### src/rtl/pcm_serial_rx_pkg.sv
package pcm_serial_rx_pkg;
   // number of audio channels carried on separate data lines
   localparam int unsigned NUM_CH = 2;

   // which transition of a synchronized line an edge finder reports
   typedef enum logic {
      EDGE_RISE = 1'b0,
      EDGE_FALL = 1'b1
   } edge_kind_e;
endpackage

### src/rtl/pcm_serial_rx_sync.sv
module pcm_serial_rx_sync #(
   parameter int WIDTH  = 4,
   parameter int STAGES = 2
) (
   input  logic             clk,
   input  logic             rst_n,
   input  logic [WIDTH-1:0] d_i,
   output logic [WIDTH-1:0] q_o
);
   // all lines share one flop chain so their relative timing is kept
   logic [STAGES-1:0][WIDTH-1:0] stg;

   always_ff @(posedge clk or negedge rst_n) begin
      if (!rst_n) stg <= '0;
      else        stg <= {stg[STAGES-2:0], d_i};
   end

   assign q_o = stg[STAGES-1];
endmodule

### src/rtl/pcm_serial_rx_edge.sv
module pcm_serial_rx_edge
   import pcm_serial_rx_pkg::*;
#(
   parameter edge_kind_e KIND = EDGE_RISE
) (
   input  logic clk,
   input  logic rst_n,
   input  logic lvl_i,
   output logic pulse_o
);
   logic prev_q;

   always_ff @(posedge clk or negedge rst_n) begin
      if (!rst_n) prev_q <= 1'b0;
      else        prev_q <= lvl_i;
   end

   generate
      if (KIND == EDGE_RISE) begin : g_rise
         assign pulse_o = lvl_i & ~prev_q;
      end else begin : g_fall
         assign pulse_o = ~lvl_i & prev_q;
      end
   endgenerate
endmodule

### src/rtl/pcm_serial_rx_deser.sv
module pcm_serial_rx_deser #(
   parameter int SAMPLE_W = 24,
   parameter int SHORT_W  = 20
) (
   input  logic                clk,
   input  logic                rst_n,
   input  logic                shift_i,
   input  logic                bit_i,
   input  logic                load_i,
   input  logic                wide_i,
   output logic [SAMPLE_W-1:0] next_o,
   output logic [SAMPLE_W-1:0] word_o
);
   localparam int PAD_W = SAMPLE_W - SHORT_W;

   logic [SAMPLE_W-1:0] sr_q;

   // free-running window: the newest SAMPLE_W bits, newest in bit 0
   always_ff @(posedge clk or negedge rst_n) begin
      if (!rst_n)       sr_q <= '0;
      else if (shift_i) sr_q <= {sr_q[SAMPLE_W-2:0], bit_i};
   end

   // short words move to the top so the sign lands in the output MSB
   always_comb begin
      if (wide_i) next_o = sr_q;
      else        next_o = {sr_q[SHORT_W-1:0], {PAD_W{1'b0}}};
   end

   always_ff @(posedge clk or negedge rst_n) begin
      if (!rst_n)      word_o <= '0;
      else if (load_i) word_o <= next_o;
   end
endmodule

### src/rtl/pcm_serial_rx_mute.sv
module pcm_serial_rx_mute #(
   parameter int SAMPLE_W    = 24,
   parameter int CONST_WORDS = 8192,
   parameter int CLK_TIMEOUT = 8192
) (
   input  logic                clk,
   input  logic                rst_n,
   input  logic                load_i,
   input  logic [SAMPLE_W-1:0] cur_l_i,
   input  logic [SAMPLE_W-1:0] cur_r_i,
   input  logic [SAMPLE_W-1:0] nxt_l_i,
   input  logic [SAMPLE_W-1:0] nxt_r_i,
   output logic                mute_o
);
   localparam int RUN_W = $clog2(CONST_WORDS + 1);
   localparam int TMR_W = $clog2(CLK_TIMEOUT + 1);
   localparam logic [RUN_W-1:0] RUN_MAX = RUN_W'(CONST_WORDS);
   localparam logic [RUN_W-1:0] RUN_ARM = RUN_W'(CONST_WORDS - 1);
   localparam logic [TMR_W-1:0] TMR_MAX = TMR_W'(CLK_TIMEOUT);

   logic [RUN_W-1:0] run_q;
   logic [TMR_W-1:0] tmr_q;
   logic             same;
   logic             lost;

   // the output registers still hold the previous pair when a load arrives
   assign same = (cur_l_i == nxt_l_i) && (cur_r_i == nxt_r_i);
   assign lost = (tmr_q == TMR_MAX);

   always_ff @(posedge clk or negedge rst_n) begin
      if (!rst_n) begin
         run_q <= '0;
      end else if (load_i) begin
         if (!same)                run_q <= RUN_W'(1);
         else if (run_q != RUN_MAX) run_q <= run_q + RUN_W'(1);
      end
   end

   always_ff @(posedge clk or negedge rst_n) begin
      if (!rst_n)            tmr_q <= '0;
      else if (load_i)       tmr_q <= '0;
      else if (!lost)        tmr_q <= tmr_q + TMR_W'(1);
   end

   always_ff @(posedge clk or negedge rst_n) begin
      if (!rst_n) begin
         mute_o <= 1'b0;
      end else if (load_i) begin
         if (!same)                mute_o <= 1'b0;
         else if (run_q >= RUN_ARM) mute_o <= 1'b1;
      end else if (lost) begin
         mute_o <= 1'b1;
      end
   end
endmodule

### src/rtl/pcm_serial_rx.sv
module pcm_serial_rx
   import pcm_serial_rx_pkg::*;
#(
   parameter int SAMPLE_W    = 24,
   parameter int SHORT_W     = 20,
   parameter int SYNC_STAGES = 2,
   parameter int CONST_WORDS = 8192,
   parameter int CLK_TIMEOUT = 8192
) (
   input  logic                clk,
   input  logic                rst_n,
   input  logic                bclk_i,
   input  logic                wclk_i,
   input  logic                ldat_i,
   input  logic                rdat_i,
   input  logic                wide_i,
   output logic [SAMPLE_W-1:0] left_o,
   output logic [SAMPLE_W-1:0] right_o,
   output logic                valid_o,
   output logic                mute_o
);
   localparam int LINES  = 2 + NUM_CH;
   localparam int L_BCLK = 0;
   localparam int L_WCLK = 1;
   localparam int L_DAT0 = 2;

   generate
      if (SHORT_W < 1 || SHORT_W >= SAMPLE_W) begin : g_bad_short
         $error("SHORT_W must lie between 1 and SAMPLE_W-1");
      end
      if (SYNC_STAGES < 2) begin : g_bad_sync
         $error("SYNC_STAGES must be at least 2");
      end
      if (CONST_WORDS < 2) begin : g_bad_run
         $error("CONST_WORDS must be at least 2");
      end
      if (CLK_TIMEOUT < 2) begin : g_bad_tmo
         $error("CLK_TIMEOUT must be at least 2");
      end
   endgenerate

   logic [LINES-1:0] raw;
   logic [LINES-1:0] syn;
   logic             bit_tick;
   logic             word_tick;
   logic             valid_q;
   logic [NUM_CH-1:0][SAMPLE_W-1:0] nxt_w;
   logic [NUM_CH-1:0][SAMPLE_W-1:0] cur_w;

   assign raw = {rdat_i, ldat_i, wclk_i, bclk_i};

   pcm_serial_rx_sync #(
      .WIDTH  (LINES),
      .STAGES (SYNC_STAGES)
   ) u_sync (
      .clk   (clk),
      .rst_n (rst_n),
      .d_i   (raw),
      .q_o   (syn)
   );

   pcm_serial_rx_edge #(.KIND(EDGE_RISE)) u_bit_edge (
      .clk     (clk),
      .rst_n   (rst_n),
      .lvl_i   (syn[L_BCLK]),
      .pulse_o (bit_tick)
   );

   pcm_serial_rx_edge #(.KIND(EDGE_FALL)) u_word_edge (
      .clk     (clk),
      .rst_n   (rst_n),
      .lvl_i   (syn[L_WCLK]),
      .pulse_o (word_tick)
   );

   generate
      for (genvar ch = 0; ch < NUM_CH; ch++) begin : g_chan
         pcm_serial_rx_deser #(
            .SAMPLE_W (SAMPLE_W),
            .SHORT_W  (SHORT_W)
         ) u_deser (
            .clk     (clk),
            .rst_n   (rst_n),
            .shift_i (bit_tick),
            .bit_i   (syn[L_DAT0 + ch]),
            .load_i  (word_tick),
            .wide_i  (wide_i),
            .next_o  (nxt_w[ch]),
            .word_o  (cur_w[ch])
         );
      end
   endgenerate

   always_ff @(posedge clk or negedge rst_n) begin
      if (!rst_n) valid_q <= 1'b0;
      else        valid_q <= word_tick;
   end

   pcm_serial_rx_mute #(
      .SAMPLE_W    (SAMPLE_W),
      .CONST_WORDS (CONST_WORDS),
      .CLK_TIMEOUT (CLK_TIMEOUT)
   ) u_mute (
      .clk     (clk),
      .rst_n   (rst_n),
      .load_i  (word_tick),
      .cur_l_i (cur_w[0]),
      .cur_r_i (cur_w[1]),
      .nxt_l_i (nxt_w[0]),
      .nxt_r_i (nxt_w[1]),
      .mute_o  (mute_o)
   );

   assign left_o  = cur_w[0];
   assign right_o = cur_w[1];
   assign valid_o = valid_q;
endmodule

### config.mk
export PLATFORM = sky130hd
export DESIGN_NAME = pcm_serial_rx
export DESIGN_NICKNAME = d
export VERILOG_FILES = /design/src/rtl/pcm_serial_rx_pkg.sv /design/src/rtl/pcm_serial_rx_sync.sv /design/src/rtl/pcm_serial_rx_edge.sv /design/src/rtl/pcm_serial_rx_deser.sv /design/src/rtl/pcm_serial_rx_mute.sv /design/src/rtl/pcm_serial_rx.sv
export SDC_FILE = /design/constraint.sdc
export NUM_CORES = 1
export LEC_CHECK = 0
export BUFFER_PORTS_ARGS = -buffer_cell sky130_fd_sc_hd__buf_4
export CAP_MARGIN = 30
export CORE_ASPECT_RATIO = 1.2
export CORE_MARGIN = 2
export CORE_UTILIZATION = 55
export DETAILED_ROUTE_END_ITERATION = 10
export PLACE_DENSITY = 0.81
export SYNTH_ARGS = -nofsm -noshare
export SYNTH_HDL_FRONTEND = slang
export SYNTH_SLANG_ARGS = --single-unit
export TNS_END_PERCENT = 5
### constraint.sdc
create_clock -name clk -period 2.3 [get_ports clk]
set_input_delay 0.115 -clock clk [delete_from_list [all_inputs] [get_ports clk]]
set_output_delay 0.115 -clock clk [all_outputs]
set_load 0.01 [all_outputs]
=== Word-level counts from Yosys, hierarchy flattened ===
Cells that the tools add are included.

* Flip-flop bits (word level): 136
* Latch bits: 0
* Memory bits (writable): 0
* ROM bits: 0
* Bits of input ports: 7
* Word-level logic and storage cells: 40
* Memories: 0

* $add $sub $neg: 2
* Multiply operators: 0
* Divide/modulo/power cells: 0
* Order comparisons: 1
* Eq/ne operators: 7
* Shifts and indexed selects: 0
* Mux-type cells: 10
* Bitwise gates (word level): 4
* Reduce and logical (&&, ||, !) cells: 4

{| class="wikitable"
|+ Operators by type and width
! kind !! number
|-
| 14-bit two-way mux || 4
|-
| 24-bit equality test || 2
|-
| 24-bit two-way mux || 2
|-
| 14-bit by 1-bit adder with 14-bit output, second input constant || 2
|-
| 14-bit equality test, second input constant || 1
|-
| 14-bit by 13-bit >= comparator with 1-bit output, second input constant || 1
|-
| 14-bit inequality test, second input constant || 1
|-
| 1-bit two-way mux || 4
|-
| 2-bit inequality test, second input constant || 2
|-
| 2-bit AND reduction || 2
|-
| 3-bit inequality test, second input constant || 1
|-
| 1-bit bitwise AND || 2
|-
| 1-bit NOT || 2
|-
| 2-bit nonzero test || 1
|-
| 1-bit logical AND || 1
|}

=== Logic depth before layout (Yosys ltp) ===
Gate-level depths: netlist (run 1).

* Depth after elaboration: 5
* Gate-level depth with buffers: 10
* Gate-level depth less buffers: 9

=== Hierarchy ===
A second synthesis (run 1) with hierarchy kept.

* Cells, all modules: 537
* Area, all modules: 7031.7 um2

{| class="wikitable"
|+ By module, submodules not included
! module !! times used !! cells each !! area an instance (um2)
|-
| pcm_serial_rx_deser || 2 || 129 || 2169.6
|-
| pcm_serial_rx_mute || 1 || 262 || 2359.8
|-
| pcm_serial_rx_sync || 1 || 12 || 230.2
|-
| pcm_serial_rx_edge || 2 || 2 || 38.8
|-
| pcm_serial_rx || 1 || 1 || 25.0
|}

=== Worst setup path before layout (run 1) ===
Ideal clock, no wire load.

* Kind: flip-flop to flip-flop
* Start point: reg u_mute.run_q[0]
* End point: reg u_mute.run_q[13]
* Setup time: 0.135 ns
* Data arrival time: 1.857 ns
* Required time: 2.165 ns
* Setup slack: 0.309 ns
* Stages on the path, launching flop included: 10
* Buffers on the path: 0
* Period minus slack after synthesis: 1.991 ns
* Cells stage by stage: dfrtp_1 inv_1 ha_1 nor4b_1 nand4_1 nand2_1 or4_1 nor3_1 xnor2_1 a21oi_2

* Longest elaborated chain between the ends: 3

{| class="wikitable"
|+ RTL lines
! item !! line !! source
|-
| from (decl) || pcm_serial_rx_mute.sv:21 || <nowiki>logic [RUN_W-1:0] run_q;</nowiki>
|-
| from (signal assigned) || pcm_serial_rx_mute.sv:35 || <nowiki>else if (run_q != RUN_MAX) run_q <= run_q + RUN_W'(1);</nowiki>
|-
| 14-bit by 1-bit adder with 14-bit output / 14-bit inequality test (equally long branches) || pcm_serial_rx_mute.sv:35 ||
|-
| 14-bit two-way mux / 2-bit inequality test (equally long branches) || -- ||
|-
| 14-bit two-way mux / 2-bit AND reduction (equally long branches) || -- ||
|}

Several ways; a longest one is shown, not always the timed one. The select of a mux whose other input is x is not followed.
A chain may end at the register's enable or synchronous reset.

=== Worst setup path in the final report (run 1) ===
* Start point: reg g_chan[1].u_deser.sr_q[5]
* End point: reg u_mute.run_q[6]

* Longest elaborated chain between the ends: 5

{| class="wikitable"
|+ RTL lines
! item !! line !! source
|-
| from (decl) || pcm_serial_rx_deser.sv:16 || <nowiki>logic [SAMPLE_W-1:0] sr_q;</nowiki>
|-
| from (signal assigned) || pcm_serial_rx_deser.sv:21 || <nowiki>else if (shift_i) sr_q <= {sr_q[SAMPLE_W-2:0], bit_i};</nowiki>
|-
| 24-bit two-way mux * || pcm_serial_rx_deser.sv:26 || <nowiki>if (wide_i) next_o = sr_q;</nowiki>
|-
| 24-bit equality test * || pcm_serial_rx_mute.sv:27 || <nowiki>assign same = (cur_l_i == nxt_l_i) && (cur_r_i == nxt_r_i);</nowiki>
|-
| 1-bit logical AND * || pcm_serial_rx_mute.sv:27 ||
|-
| 2-bit inequality test (no source line) || -- ||
|-
| 2-bit AND reduction (no source line) || -- ||
|}

Every way passes the cells marked *; elsewhere a longest branch is shown, timed or not.

==> metrics.txt, run 1 <==
# TYPE chip_impl_metric gauge
chip_impl_info{name="highest_layer",value="met4"} 1
chip_impl_metric{name="grt_max_degree",unit=""} 96
chip_impl_metric{name="max_freq",unit="MHz"} 433
chip_impl_info{name="crit_path_end_kind",value="flop"} 1
chip_impl_metric{name="cts_made_buffers",unit=""} 17
chip_impl_metric{name="cts_sinks",unit=""} 136
chip_impl_metric{name="post-route-util",unit="%"} 69.6
chip_impl_metric{name="power.ir.vdd_worst",unit="mV"} 0.578
chip_impl_metric{name="critical_path.max_fanout",unit=""} 4
chip_impl_metric{name="htreeDepth",unit=""} 4
chip_impl_metric{name="detail_route.wl_per_cell",unit="um"} 18.0
chip_impl_metric{name="fraction_of_post_synthesis_cell_area_in_the_top_cell_type_by_area",unit="%"} 51.4
chip_impl_metric{name="fraction_of_layout_cells_with_a_size_suffix_above_1",unit="%"} 25.9
chip_impl_metric{name="drt_pre_antenna_iters",unit=""} 5
chip_impl_metric{name="post_synth_instance_area",unit="mm2"} 0.00662
chip_impl_metric{name="leakagePower",unit="nW"} 3.80
chip_impl_metric{name="synthCells",unit=""} 622
chip_impl_metric{name="route.detailed.drc",unit=""} 0
chip_impl_metric{name="num_antenna_cells",unit=""} 0
chip_impl_metric{name="finalWirelength",unit="mm"} 15.7
chip_impl_metric{name="area_delta_synth_final",unit="%"} 22.7
chip_impl_metric{name="grt_first_pass_wirelength",unit="mm"} 25.7
chip_impl_metric{name="globalRouteOverflowTotal",unit=""} 0
chip_impl_metric{name="syn-mean-instance-area",unit="um2"} 10.6
chip_impl_info{name="dominantRegCellSynth",value="dfrtp_1"} 1
chip_impl_metric{name="placeableCoreArea",unit="mm2"} 0.0117
chip_impl_metric{name="drt_iter0_drc",unit=""} 316
chip_impl_metric{name="initial_utilization",unit="%"} 56.7
chip_impl_metric{name="total_power",unit="mW"} 8.85
chip_impl_metric{name="via_count",unit=""} 5047
chip_impl_info{name="clock_tree_from_tritoncts",value="done"} 1
chip_impl_metric{name="worst-endpoint-arrival",unit="ps"} 2650
chip_impl_metric{name="die_w",unit="um"} 104
chip_impl_metric{name="total_nets_after_synthesis",unit=""} 633
chip_impl_info{name="reg2reg_to",value="u_mute.run_q[6]"} 1
chip_impl_metric{name="reg2reg_slack",unit="ps"} -10
chip_impl_metric{name="setup_tns",unit="ps"} -28.1
chip_impl_metric{name="final_worst_path_period_share",unit="%"} 100
chip_impl_metric{name="timing.final.hold_violations",unit=""} 0
chip_impl_info{name="violations_in_the_final_reports",value="negative setup slack"} 1
chip_impl_info{name="outcome",value="complete, but fails checks"} 1
chip_impl_metric{name="clock_skew",unit="ps"} 4.91
chip_impl_metric{name="routed-wl-met2",unit="mm"} 7.92
chip_impl_metric{name="detail_route.wirelength.met1",unit="mm"} 6.32
chip_impl_info{name="setup.worst_path.start",value="g_chan[1].u_deser.sr_q[5]"} 1
chip_impl_metric{name="via_count_of_the_first_global_routing_pass",unit=""} 5079
chip_impl_info{name="synth.top_cells.by_area",value="dfrtp_1, mux2_2, mux2i_1"} 1
chip_impl_metric{name="slew_viols_final",unit=""} 0
chip_impl_info{name="worst_setup_path_start_kind",value="flop"} 1
chip_impl_info{name="crit-reg2reg-launch",value="g_chan[1].u_deser.sr_q[5]"} 1
chip_impl_metric{name="grt.total_usage",unit="%"} 25.7
chip_impl_metric{name="maxCapViolCount",unit=""} 0
chip_impl_info{name="hold_class",value="in2async"} 1
chip_impl_metric{name="synthDistinctLibCells",unit=""} 46
chip_impl_metric{name="timing.slew.headroom",unit="%"} 41.7
chip_impl_info{name="cts_root_buffer",value="clkbuf_16"} 1
chip_impl_metric{name="cts_buffer_depth",unit=""} 2
chip_impl_metric{name="clk_latency",unit="ps"} 420
chip_impl_info{name="post-synth-top-area-cell",value="dfrtp_1"} 1
chip_impl_info{name="yosys-top-cells-count",value="dfrtp_1, nand2_1, o21ai_0"} 1
chip_impl_metric{name="floorplan.io_pins",unit=""} 57
chip_impl_metric{name="ant_nets",unit=""} 0
chip_impl_metric{name="dieHeight",unit="um"} 124
chip_impl_metric{name="post-route-min-period",unit="ps"} 2310
chip_impl_metric{name="synth-warning-count",unit=""} 0
chip_impl_metric{name="die_area",unit="mm2"} 0.0129
chip_impl_metric{name="cp.required",unit="ps"} 2640
chip_impl_metric{name="power_per_cell_area",unit="mW/mm2"} 1090
chip_impl_info{name="worst-setup-path-type",value="reg2reg"} 1
chip_impl_metric{name="n_fill_cell",unit=""} 816
chip_impl_metric{name="buffer_ports.inserted",unit=""} 56
chip_impl_metric{name="clkSlewWorstSetupHoldPaths",unit="ps"} 60
chip_impl_metric{name="async_flop_share",unit="%"} 100
chip_impl_metric{name="sequential_fraction_of_the_synthesis_area",unit="%"} 51.4
chip_impl_metric{name="worst_r2r_path_depth",unit=""} 8
chip_impl_metric{name="synth-edff-count",unit=""} 0
chip_impl_metric{name="place.detailed.hpwl",unit="mm"} 10.5
chip_impl_metric{name="worst-slew-pin-transition",unit="ps"} 874
chip_impl_metric{name="routed-wl-met3",unit="um"} 835
chip_impl_info{name="yosys.cell_count.top_type",value="dfrtp_1"} 1
chip_impl_metric{name="viasPerCell",unit=""} 5.77
chip_impl_metric{name="synth.ff_latch_count",unit=""} 136
chip_impl_metric{name="antenna_violations_before_repair",unit=""} 0
chip_impl_metric{name="final_nets",unit=""} 716
chip_impl_metric{name="setup_viol_count_final",unit=""} 6
chip_impl_metric{name="post-place-ws",unit="ps"} -206
chip_impl_metric{name="placement_rows",unit=""} 43
chip_impl_metric{name="postLayoutSetupSlackWorst",unit="ps"} -10.4
chip_impl_metric{name="cts_setup_buffers",unit=""} 0
chip_impl_metric{name="finalWeightedCongestion",unit=""} 0.852
repair_timing:
item,CTS,global route
pin swaps,0,5
gates resized for setup,2,8
setup endpoints to repair,13,14
hold endpoints to repair,67,0
hold buffers,5,0
through the flow:
stage               cells  cell area, um2  hold WS, ps
floorplan             622            6620         -181
global placement      838            7380          142
detailed placement    838            7380          145
CTS                   875            8100          268
global route          875            8130          309
finish                875            8130          259
routing by layer:
| metal | up-vias | global-route usage (%) |
|---|---|---|
| met5 | - | 0 |
| met4 | 0 | 14.4 |
| li1 | 2339 | - |
| met3 | 46 | 4.50 |
| met1 | 2481 | 31.4 |
| met2 | 181 | 44.0 |
critical path, stage by stage (launching register included):
cell and delay, ps:
dfrtp_1 440, mux2i_2 240, xnor2_1 140, nor4_2 400, nand4_1 200, nor4_4 350
nand2_2 160, buf_4 180, o21ai_1 130
kinds of logic after synthesis:
| logic type | after synthesis | share of synthesized area [%] |
|---|---|---|
| mux | 88 | 14.1 |
| buf+inv | 49 | 3.23 |
| simple gates | 183 | 12.9 |
| compound gates | 99 | 9.28 |
| fa+ha+maj | 4 | 0.756 |
| xor+xnor | 63 | 8.33 |
| flops | 136 | 51.4 |
where the power goes:
group / switching [mW] / internal (mW)
Sequential: 0.654 / 2.87
Combinational: 1.19 / 1.16
Clock: 0.998 / 1.98
Total: 2.84 / 6.01
cells in the final DEF, fill, tap and decap left out, drive strengths merged, types with 7 or more instances in the layout:
cell type | synthesis | layout
dfrtp | 136 | 136
buf | 12 | 89
nand2 | 87 | 87
o21ai | 57 | 57
mux2i | 46 | 46
mux2 | 42 | 42
xnor2 | 38 | 38
nor2 | 28 | 28
xor2 | 25 | 25
clkbuf | 18 | 20
inv | 19 | 19
nand3 | 19 | 19
a21oi | 15 | 15
nand4 | 9 | 9
nor3 | 8 | 8
o22ai | 8 | 8
and3 | 7 | 7
nor4 | 7 | 7
registers in the layout, summed over array words and instances, names as in the netlist:
signal	cells
g_chan.u_deser.sr_q	48
g_chan.u_deser.word_o	48
u_mute.run_q	14
u_mute.tmr_q	14
u_sync.q_o	4
u_sync.stg	4
u_bit_edge.prev_q	1
u_mute.mute_o	1
u_word_edge.prev_q	1
valid_o	1
how the worst max path moves through the flow:
stage          cells past startpoint  slack, ps               end
6_report                           8        -10   u_mute.run_q[6]
3_5_place_dp                      10       -210   u_mute.run_q[3]
4_1_cts                            8         20   u_mute.run_q[3]
3_3_place_gp                      10        -80  u_mute.run_q[11]
2_1_floorplan                      9        310  u_mute.run_q[13]
5_1_grt                            8        -60   u_mute.run_q[7]
layout make-up:
| type | count | area [um2] | share of cell area (%) |
|---|---|---|---|
| multi-input combinational | 437 | 3050 | 37.5 |
| clock buffer | 20 | 457 | 5.62 |
| inverter | 19 | 71.3 | 0.878 |
| tap | 157 | 196 | 2.42 |
| clock inverter | 12 | 198 | 2.43 |
| sequential | 136 | 3410 | 41.9 |
| timing repair buffer | 94 | 747 | 9.19 |
Power figures use the tool's default switching activity.
==> inputs of run 2 (changes only) <==
--- a/config.mk
+++ b/config.mk
@@ -12,6 +12,7 @@
 export CORE_UTILIZATION = 55
 export DETAILED_ROUTE_END_ITERATION = 10
 export PLACE_DENSITY = 0.81
+export RECOVER_POWER = 100
 export SYNTH_ARGS = -nofsm -noshare
 export SYNTH_HDL_FRONTEND = slang
 export SYNTH_SLANG_ARGS = --single-unit
==> metrics.txt, run 2 (same netlist as run 1, synthesis figures left out) <==
# TYPE chip_impl_metric gauge
chip_impl_metric{name="routed-wl-met2",unit="mm"} 7.90
chip_impl_info{name="outcome",value="complete, but fails checks"} 1
chip_impl_info{name="layout_top_registers",value="g_chan.u_deser.sr_q x48, g_chan.u_deser.word_o x48"} 1
chip_impl_metric{name="grt_first_pass_wirelength",unit="mm"} 25.7
chip_impl_metric{name="critical_path.max_fanout",unit=""} 9
chip_impl_metric{name="viasPerCell",unit=""} 5.82
chip_impl_metric{name="detail_route.wirelength.met1",unit="mm"} 6.31
chip_impl_metric{name="placeableCoreArea",unit="mm2"} 0.0117
chip_impl_metric{name="setup_viol_count_final",unit=""} 0
chip_impl_metric{name="finalWeightedCongestion",unit=""} 0.852
chip_impl_metric{name="maxCapViolCount",unit=""} 1
chip_impl_metric{name="timing.slew.headroom",unit="%"} -7.72
chip_impl_metric{name="via_count_of_the_first_global_routing_pass",unit=""} 5079
chip_impl_metric{name="clkSlewWorstSetupHoldPaths",unit="ps"} 60
chip_impl_metric{name="drt_pre_antenna_iters",unit=""} 6
chip_impl_metric{name="detail_route.wl_per_cell",unit="um"} 18.1
chip_impl_metric{name="timing.final.hold_violations",unit=""} 0
chip_impl_metric{name="clock_skew",unit="ps"} 4.81
chip_impl_metric{name="cts_setup_buffers",unit=""} 0
chip_impl_metric{name="max_freq",unit="MHz"} 439
chip_impl_metric{name="cts_sinks",unit=""} 136
chip_impl_info{name="crit_path_end_kind",value="flop"} 1
chip_impl_info{name="highest_layer",value="met4"} 1
chip_impl_info{name="worst-setup-path-type",value="reg2reg"} 1
chip_impl_metric{name="die_area",unit="mm2"} 0.0129
chip_impl_info{name="clock_tree_from_tritoncts",value="done"} 1
chip_impl_metric{name="placement_rows",unit=""} 43
chip_impl_metric{name="post-place-ws",unit="ps"} -206
chip_impl_metric{name="routed-wl-met3",unit="um"} 868
chip_impl_metric{name="power_per_cell_area",unit="mW/mm2"} 1100
chip_impl_metric{name="finalWirelength",unit="mm"} 15.8
chip_impl_metric{name="worst_r2r_path_depth",unit=""} 8
chip_impl_metric{name="drt_iter0_drc",unit=""} 339
chip_impl_metric{name="final_design_area_no_fill",unit="mm2"} 0.00791
chip_impl_metric{name="post-route-min-period",unit="ps"} 2280
chip_impl_metric{name="power.ir.vdd_worst",unit="mV"} 0.577
chip_impl_metric{name="cp.required",unit="ps"} 2650
chip_impl_metric{name="via_count",unit=""} 5092
chip_impl_info{name="most-common-layout-cells",value="dfrtp_1, nand2_1, o21ai_0, clkbuf_1, mux2i_1"} 1
chip_impl_metric{name="leakagePower",unit="nW"} 3.59
chip_impl_metric{name="slew_viols_final",unit=""} 68
chip_impl_metric{name="clk_latency",unit="ps"} 420
chip_impl_metric{name="placement.cell_area",unit="mm2"} 0.00738
chip_impl_metric{name="dieHeight",unit="um"} 124
chip_impl_metric{name="route.detailed.drc",unit=""} 0
chip_impl_metric{name="grt.total_usage",unit="%"} 25.7
chip_impl_metric{name="globalRouteOverflowTotal",unit=""} 0
chip_impl_metric{name="floorplan.io_pins",unit=""} 57
chip_impl_metric{name="cts_made_buffers",unit=""} 17
chip_impl_metric{name="area_delta_synth_final",unit="%"} 19.4
chip_impl_metric{name="initial_utilization",unit="%"} 56.7
chip_impl_info{name="cts_root_buffer",value="clkbuf_16"} 1
chip_impl_metric{name="worst-slew-pin-transition",unit="ps"} 1620
chip_impl_metric{name="final_worst_path_period_share",unit="%"} 99.0
chip_impl_info{name="most_common_cell_after_layout_fill_and_taps_aside",value="dfrtp_1"} 1
chip_impl_metric{name="num_antenna_cells",unit=""} 0
chip_impl_metric{name="buffer_ports.inserted",unit=""} 56
chip_impl_info{name="violations_in_the_final_reports",value="max-capacitance violations, max-slew violations"} 1
chip_impl_metric{name="antenna_violations_before_repair",unit=""} 0
chip_impl_metric{name="place.detailed.hpwl",unit="mm"} 10.5
chip_impl_metric{name="ant_nets",unit=""} 0
chip_impl_metric{name="postLayoutSetupSlackWorst",unit="ps"} 22.9
chip_impl_metric{name="htreeDepth",unit=""} 4
chip_impl_metric{name="die_w",unit="um"} 104
chip_impl_metric{name="hold-path-cell-count",unit=""} 4
chip_impl_metric{name="grt_max_degree",unit=""} 96
chip_impl_metric{name="cts_buffer_depth",unit=""} 2
chip_impl_info{name="worst_setup_path_start_kind",value="flop"} 1
chip_impl_metric{name="worst-endpoint-arrival",unit="ps"} 2630
chip_impl_metric{name="final_nets",unit=""} 716
chip_impl_metric{name="fraction_of_layout_cells_with_a_size_suffix_above_1",unit="%"} 19.2
chip_impl_info{name="hold_class",value="in2reg"} 1
run 2: final timing paths:
check	slack, ps	end	from
setup / recovery	20	u_mute.run_q[3]	g_chan[1].u_deser.sr_q[5]
hold / removal	290	g_chan[1].u_deser.word_o[0]	wide_i
setup reg to reg	20	u_mute.run_q[3]	g_chan[1].u_deser.sr_q[5]
hold reg to reg	350	u_sync.q_o[1]	u_sync.stg[1]
max in group asynchronous	370	g_chan[1].u_deser.word_o[1]	rst_n
min in group asynchronous	650	g_chan[1].u_deser.word_o[21]	rst_n
run 2: per-layer routing:
| metal | up-vias | global-route usage [%] |
|---|---|---|
| met5 | - | 0 |
| met4 | 0 | 14.4 |
| met3 | 59 | 4.50 |
| met2 | 204 | 44.0 |
| met1 | 2489 | 31.4 |
| li1 | 2340 | - |
run 2: timing repair:
action,in CTS,in global routing
endpoints found under the hold margin,67,0
pin swaps,0,5
endpoints found under the setup margin,13,14
gates resized for setup,2,8
hold buffers,5,0
run 2: stage by stage:
stage,power (mW),TNS [ps],utilization [%],hold WS [ps],std cells
final,8.70,0,67.7,289,875
after global placement,5.65,-936,63.2,142,838
after floorplan,4.74,0,-,-181,622
after global routing,9.10,-377,67.7,311,875
after CTS,8.83,0,69.4,268,875
after detailed placement,5.75,-2540,63.2,145,838
run 2: area by class of cell:
type / instances / area (um2)
Clock buffer: 20 / 457
Multi-Input combinational cell: 437 / 3050
Timing Repair Buffer: 94 / 527
Sequential cell: 136 / 3410
Inverter: 19 / 71.3
Clock inverter: 12 / 198
Tap cell: 157 / 196
Fill cell: 889 / 3770
run 2: power breakdown:
part	switching (mW)	internal (mW)	total, mW
logic	1.20	1.00	2.20
clock network	1.00	1.98	2.98
registers	0.652	2.87	3.52
run 2: worst max-delay path, stage by stage, from the launching register on:
cell     delay [ps]
dfrtp_1         430
mux2i_2         240
xnor2_1         130
nor4_2          400
nand4_1         200
nor4_4          350
nand2_2         140
buf_6           180
a21oi_2         130
==> inputs of run 3 (changes only) <==
--- a/config.mk
+++ b/config.mk
@@ -13,6 +13,7 @@
 export DETAILED_ROUTE_END_ITERATION = 10
 export PLACE_DENSITY = 0.81
 export RECOVER_POWER = 100
+export SETUP_SLACK_MARGIN = 0.15
 export SYNTH_ARGS = -nofsm -noshare
 export SYNTH_HDL_FRONTEND = slang
 export SYNTH_SLANG_ARGS = --single-unit
==> metrics.txt, run 3 (same netlist as run 1, synthesis figures left out) <==
# TYPE chip_impl_metric gauge
chip_impl_metric{name="fraction_of_layout_cells_with_a_size_suffix_above_1",unit="%"} 20.7
chip_impl_metric{name="critical_path.max_fanout",unit=""} 9
chip_impl_metric{name="drt_pre_antenna_iters",unit=""} 5
chip_impl_info{name="layout_top_registers",value="g_chan.u_deser.sr_q x48, g_chan.u_deser.word_o x48"} 1
chip_impl_metric{name="grt_first_pass_wirelength",unit="mm"} 26.1
chip_impl_metric{name="max_freq",unit="MHz"} 450
chip_impl_metric{name="buffer_ports.inserted",unit=""} 56
chip_impl_metric{name="timing.slew.headroom",unit="%"} -6.32
chip_impl_metric{name="switching_power",unit="mW"} 2.92
chip_impl_metric{name="placement.cell_area",unit="mm2"} 0.00738
chip_impl_metric{name="worst-slew-pin-transition",unit="ps"} 1590
chip_impl_metric{name="clk_latency",unit="ps"} 420
chip_impl_info{name="worst-setup-path-type",value="reg2reg"} 1
chip_impl_metric{name="detail_route.wl_per_cell",unit="um"} 18.3
chip_impl_metric{name="worst-endpoint-arrival",unit="ps"} 2570
chip_impl_metric{name="dieHeight",unit="um"} 124
chip_impl_metric{name="clkSlewWorstSetupHoldPaths",unit="ps"} 60
chip_impl_metric{name="post-route-util",unit="%"} 68.4
chip_impl_metric{name="floorplan.io_pins",unit=""} 57
chip_impl_info{name="most-common-layout-cells",value="dfrtp_1, nand2_1, o21ai_0, clkbuf_1, mux2_2"} 1
chip_impl_metric{name="placeableCoreArea",unit="mm2"} 0.0117
chip_impl_metric{name="post-route-min-period",unit="ps"} 2220
chip_impl_metric{name="grt_max_degree",unit=""} 96
chip_impl_metric{name="cts_buffer_depth",unit=""} 2
chip_impl_info{name="outcome",value="complete, but fails checks"} 1
chip_impl_metric{name="final_nets",unit=""} 723
chip_impl_metric{name="globalRouteOverflowTotal",unit=""} 0
chip_impl_metric{name="place.detailed.hpwl",unit="mm"} 10.5
chip_impl_metric{name="die_area",unit="mm2"} 0.0129
chip_impl_metric{name="p_int",unit="mW"} 5.92
chip_impl_metric{name="viasPerCell",unit=""} 5.82
chip_impl_metric{name="via_count_of_the_first_global_routing_pass",unit=""} 5116
chip_impl_metric{name="leakagePower",unit="nW"} 3.63
chip_impl_info{name="crit_path_end_kind",value="flop"} 1
chip_impl_metric{name="grt.total_usage",unit="%"} 26.2
chip_impl_info{name="cts_root_buffer",value="clkbuf_16"} 1
chip_impl_metric{name="htreeDepth",unit=""} 4
chip_impl_metric{name="finalWirelength",unit="mm"} 16.1
chip_impl_metric{name="placement_rows",unit=""} 43
chip_impl_metric{name="num_antenna_cells",unit=""} 0
chip_impl_metric{name="clock_skew",unit="ps"} 6.23
chip_impl_metric{name="slew_viols_final",unit=""} 68
chip_impl_metric{name="power.clock.fraction",unit="%"} 33.8
chip_impl_metric{name="setup_viol_count_final",unit=""} 0
chip_impl_info{name="setup_repair_after_global_routing_missed_its_margin",value="yes"} 1
chip_impl_info{name="violations_in_the_final_reports",value="max-capacitance violations, max-slew violations"} 1
chip_impl_info{name="clock_tree_from_tritoncts",value="done"} 1
chip_impl_metric{name="route.detailed.drc",unit=""} 0
chip_impl_metric{name="share_seq_of_total_power",unit="%"} 39.9
chip_impl_metric{name="n_fill_cell",unit=""} 856
chip_impl_metric{name="hold-path-cell-count",unit=""} 4
chip_impl_metric{name="combinationalPowerShare",unit="%"} 26.3
chip_impl_metric{name="die_w",unit="um"} 104
chip_impl_metric{name="final_design_area_no_fill",unit="mm2"} 0.00799
chip_impl_metric{name="drt_iter0_drc",unit=""} 380
chip_impl_metric{name="power.ir.vdd_worst",unit="mV"} 0.575
chip_impl_info{name="worst_setup_path_start_kind",value="flop"} 1
chip_impl_metric{name="ant_nets",unit=""} 0
chip_impl_metric{name="area_delta_synth_final",unit="%"} 20.7
chip_impl_metric{name="maxCapViolCount",unit=""} 1
chip_impl_metric{name="timing.final.hold_violations",unit=""} 0
chip_impl_metric{name="worst_r2r_path_depth",unit=""} 9
chip_impl_metric{name="final_worst_path_period_share",unit="%"} 96.6
chip_impl_metric{name="finalWeightedCongestion",unit=""} 0.852
chip_impl_metric{name="cp.required",unit="ps"} 2650
chip_impl_metric{name="initial_utilization",unit="%"} 56.7
chip_impl_metric{name="setup_tns",unit="ps"} 0
chip_impl_metric{name="via_count",unit=""} 5134
chip_impl_metric{name="area_taken_by_flip_flops_and_latches",unit="mm2"} 0.00341
chip_impl_info{name="most_common_cell_after_layout_fill_and_taps_aside",value="dfrtp_1"} 1
chip_impl_metric{name="cts_sinks",unit=""} 136
chip_impl_metric{name="sw_frac_of_total",unit="%"} 33.1
chip_impl_metric{name="power_per_cell_area",unit="mW/mm2"} 1110
chip_impl_metric{name="multi_input_area",unit="mm2"} 0.00308
chip_impl_metric{name="antenna_violations_before_repair",unit=""} 0
chip_impl_metric{name="cts_made_buffers",unit=""} 17
chip_impl_info{name="hold_class",value="in2reg"} 1
==> run 3: power groups by stage <==
stage	Combinational [mW]	Clock, mW	Sequential, mW
after CTS	2.37	3.02	3.50
after global routing	2.52	3.13	3.58
after global placement	2.16	0	3.49
after floorplan	1.29	0	3.45
final	2.33	2.99	3.53
after detailed placement	2.22	0	3.53
==> run 3: metrics by stage <==
step / hold WS, ps / power, mW / cells / worst slack [ps]
floorplan: -181 / 4.74 / 622 / 309
global placement: 142 / 5.65 / 838 / -80.2
detailed placement: 145 / 5.75 / 838 / -206
CTS: 276 / 8.89 / 879 / 116
global route: 317 / 9.23 / 882 / -20.5
finish: 299 / 8.84 / 882 / 77.5
==> run 3: path summary, 6_finish.rpt <==
path | from | to | slack [ps]
worst max-delay path | g_chan[1].u_deser.sr_q[12] | u_mute.run_q[3] | 80
worst min-delay path | wide_i | g_chan[1].u_deser.word_o[0] | 300
worst max register to register | g_chan[1].u_deser.sr_q[12] | u_mute.run_q[3] | 80
worst min register to register | u_sync.stg[1] | u_sync.q_o[1] | 350
max in group asynchronous | rst_n | g_chan[1].u_deser.sr_q[5] | 390
min in group asynchronous | rst_n | g_chan[1].u_deser.sr_q[22] | 640
==> run 3: final cells by class <==
class,count,area share (%)
tap,157,2.46
sequential,136,42.7
clock inverter,12,2.47
clock buffer,20,5.72
multi-input combinational,437,38.6
timing repair buffer,101,7.20
inverter,19,0.893
==> run 3: critical path, cell delays in order, from the launching register on <==
cell,delay [ps]
dfrtp_1,400
buf_4,150
mux2i_2,230
xnor2_2,160
nor4_4,370
nand4_1,150
nor3_2,250
nand2_2,130
buf_6,180
a21oi_2,130
==> run 3: timing repair <==
| item | in CTS | in global routing |
|---|---|---|
| pin swaps | 7 | 8 |
| hold buffers | 5 | 0 |
| endpoints found under the setup margin | 15 | 15 |
| resized for setup | 8 | 12 |
| hold endpoints to repair | 67 | 0 |
| buffers inserted | 4 | 3 |
==> run 3: metal layers <==
| metal | track usage, % | up-vias | part of all wire (%) |
|---|---|---|---|
| met5 | 0 | - | 0 |
| met4 | 15.7 | 0 | 5.4 |
| met3 | 4.81 | 61 | 5.9 |
| met2 | 44.1 | 203 | 49 |
| met1 | 31.8 | 2522 | 39 |
| li1 | - | 2348 | - |
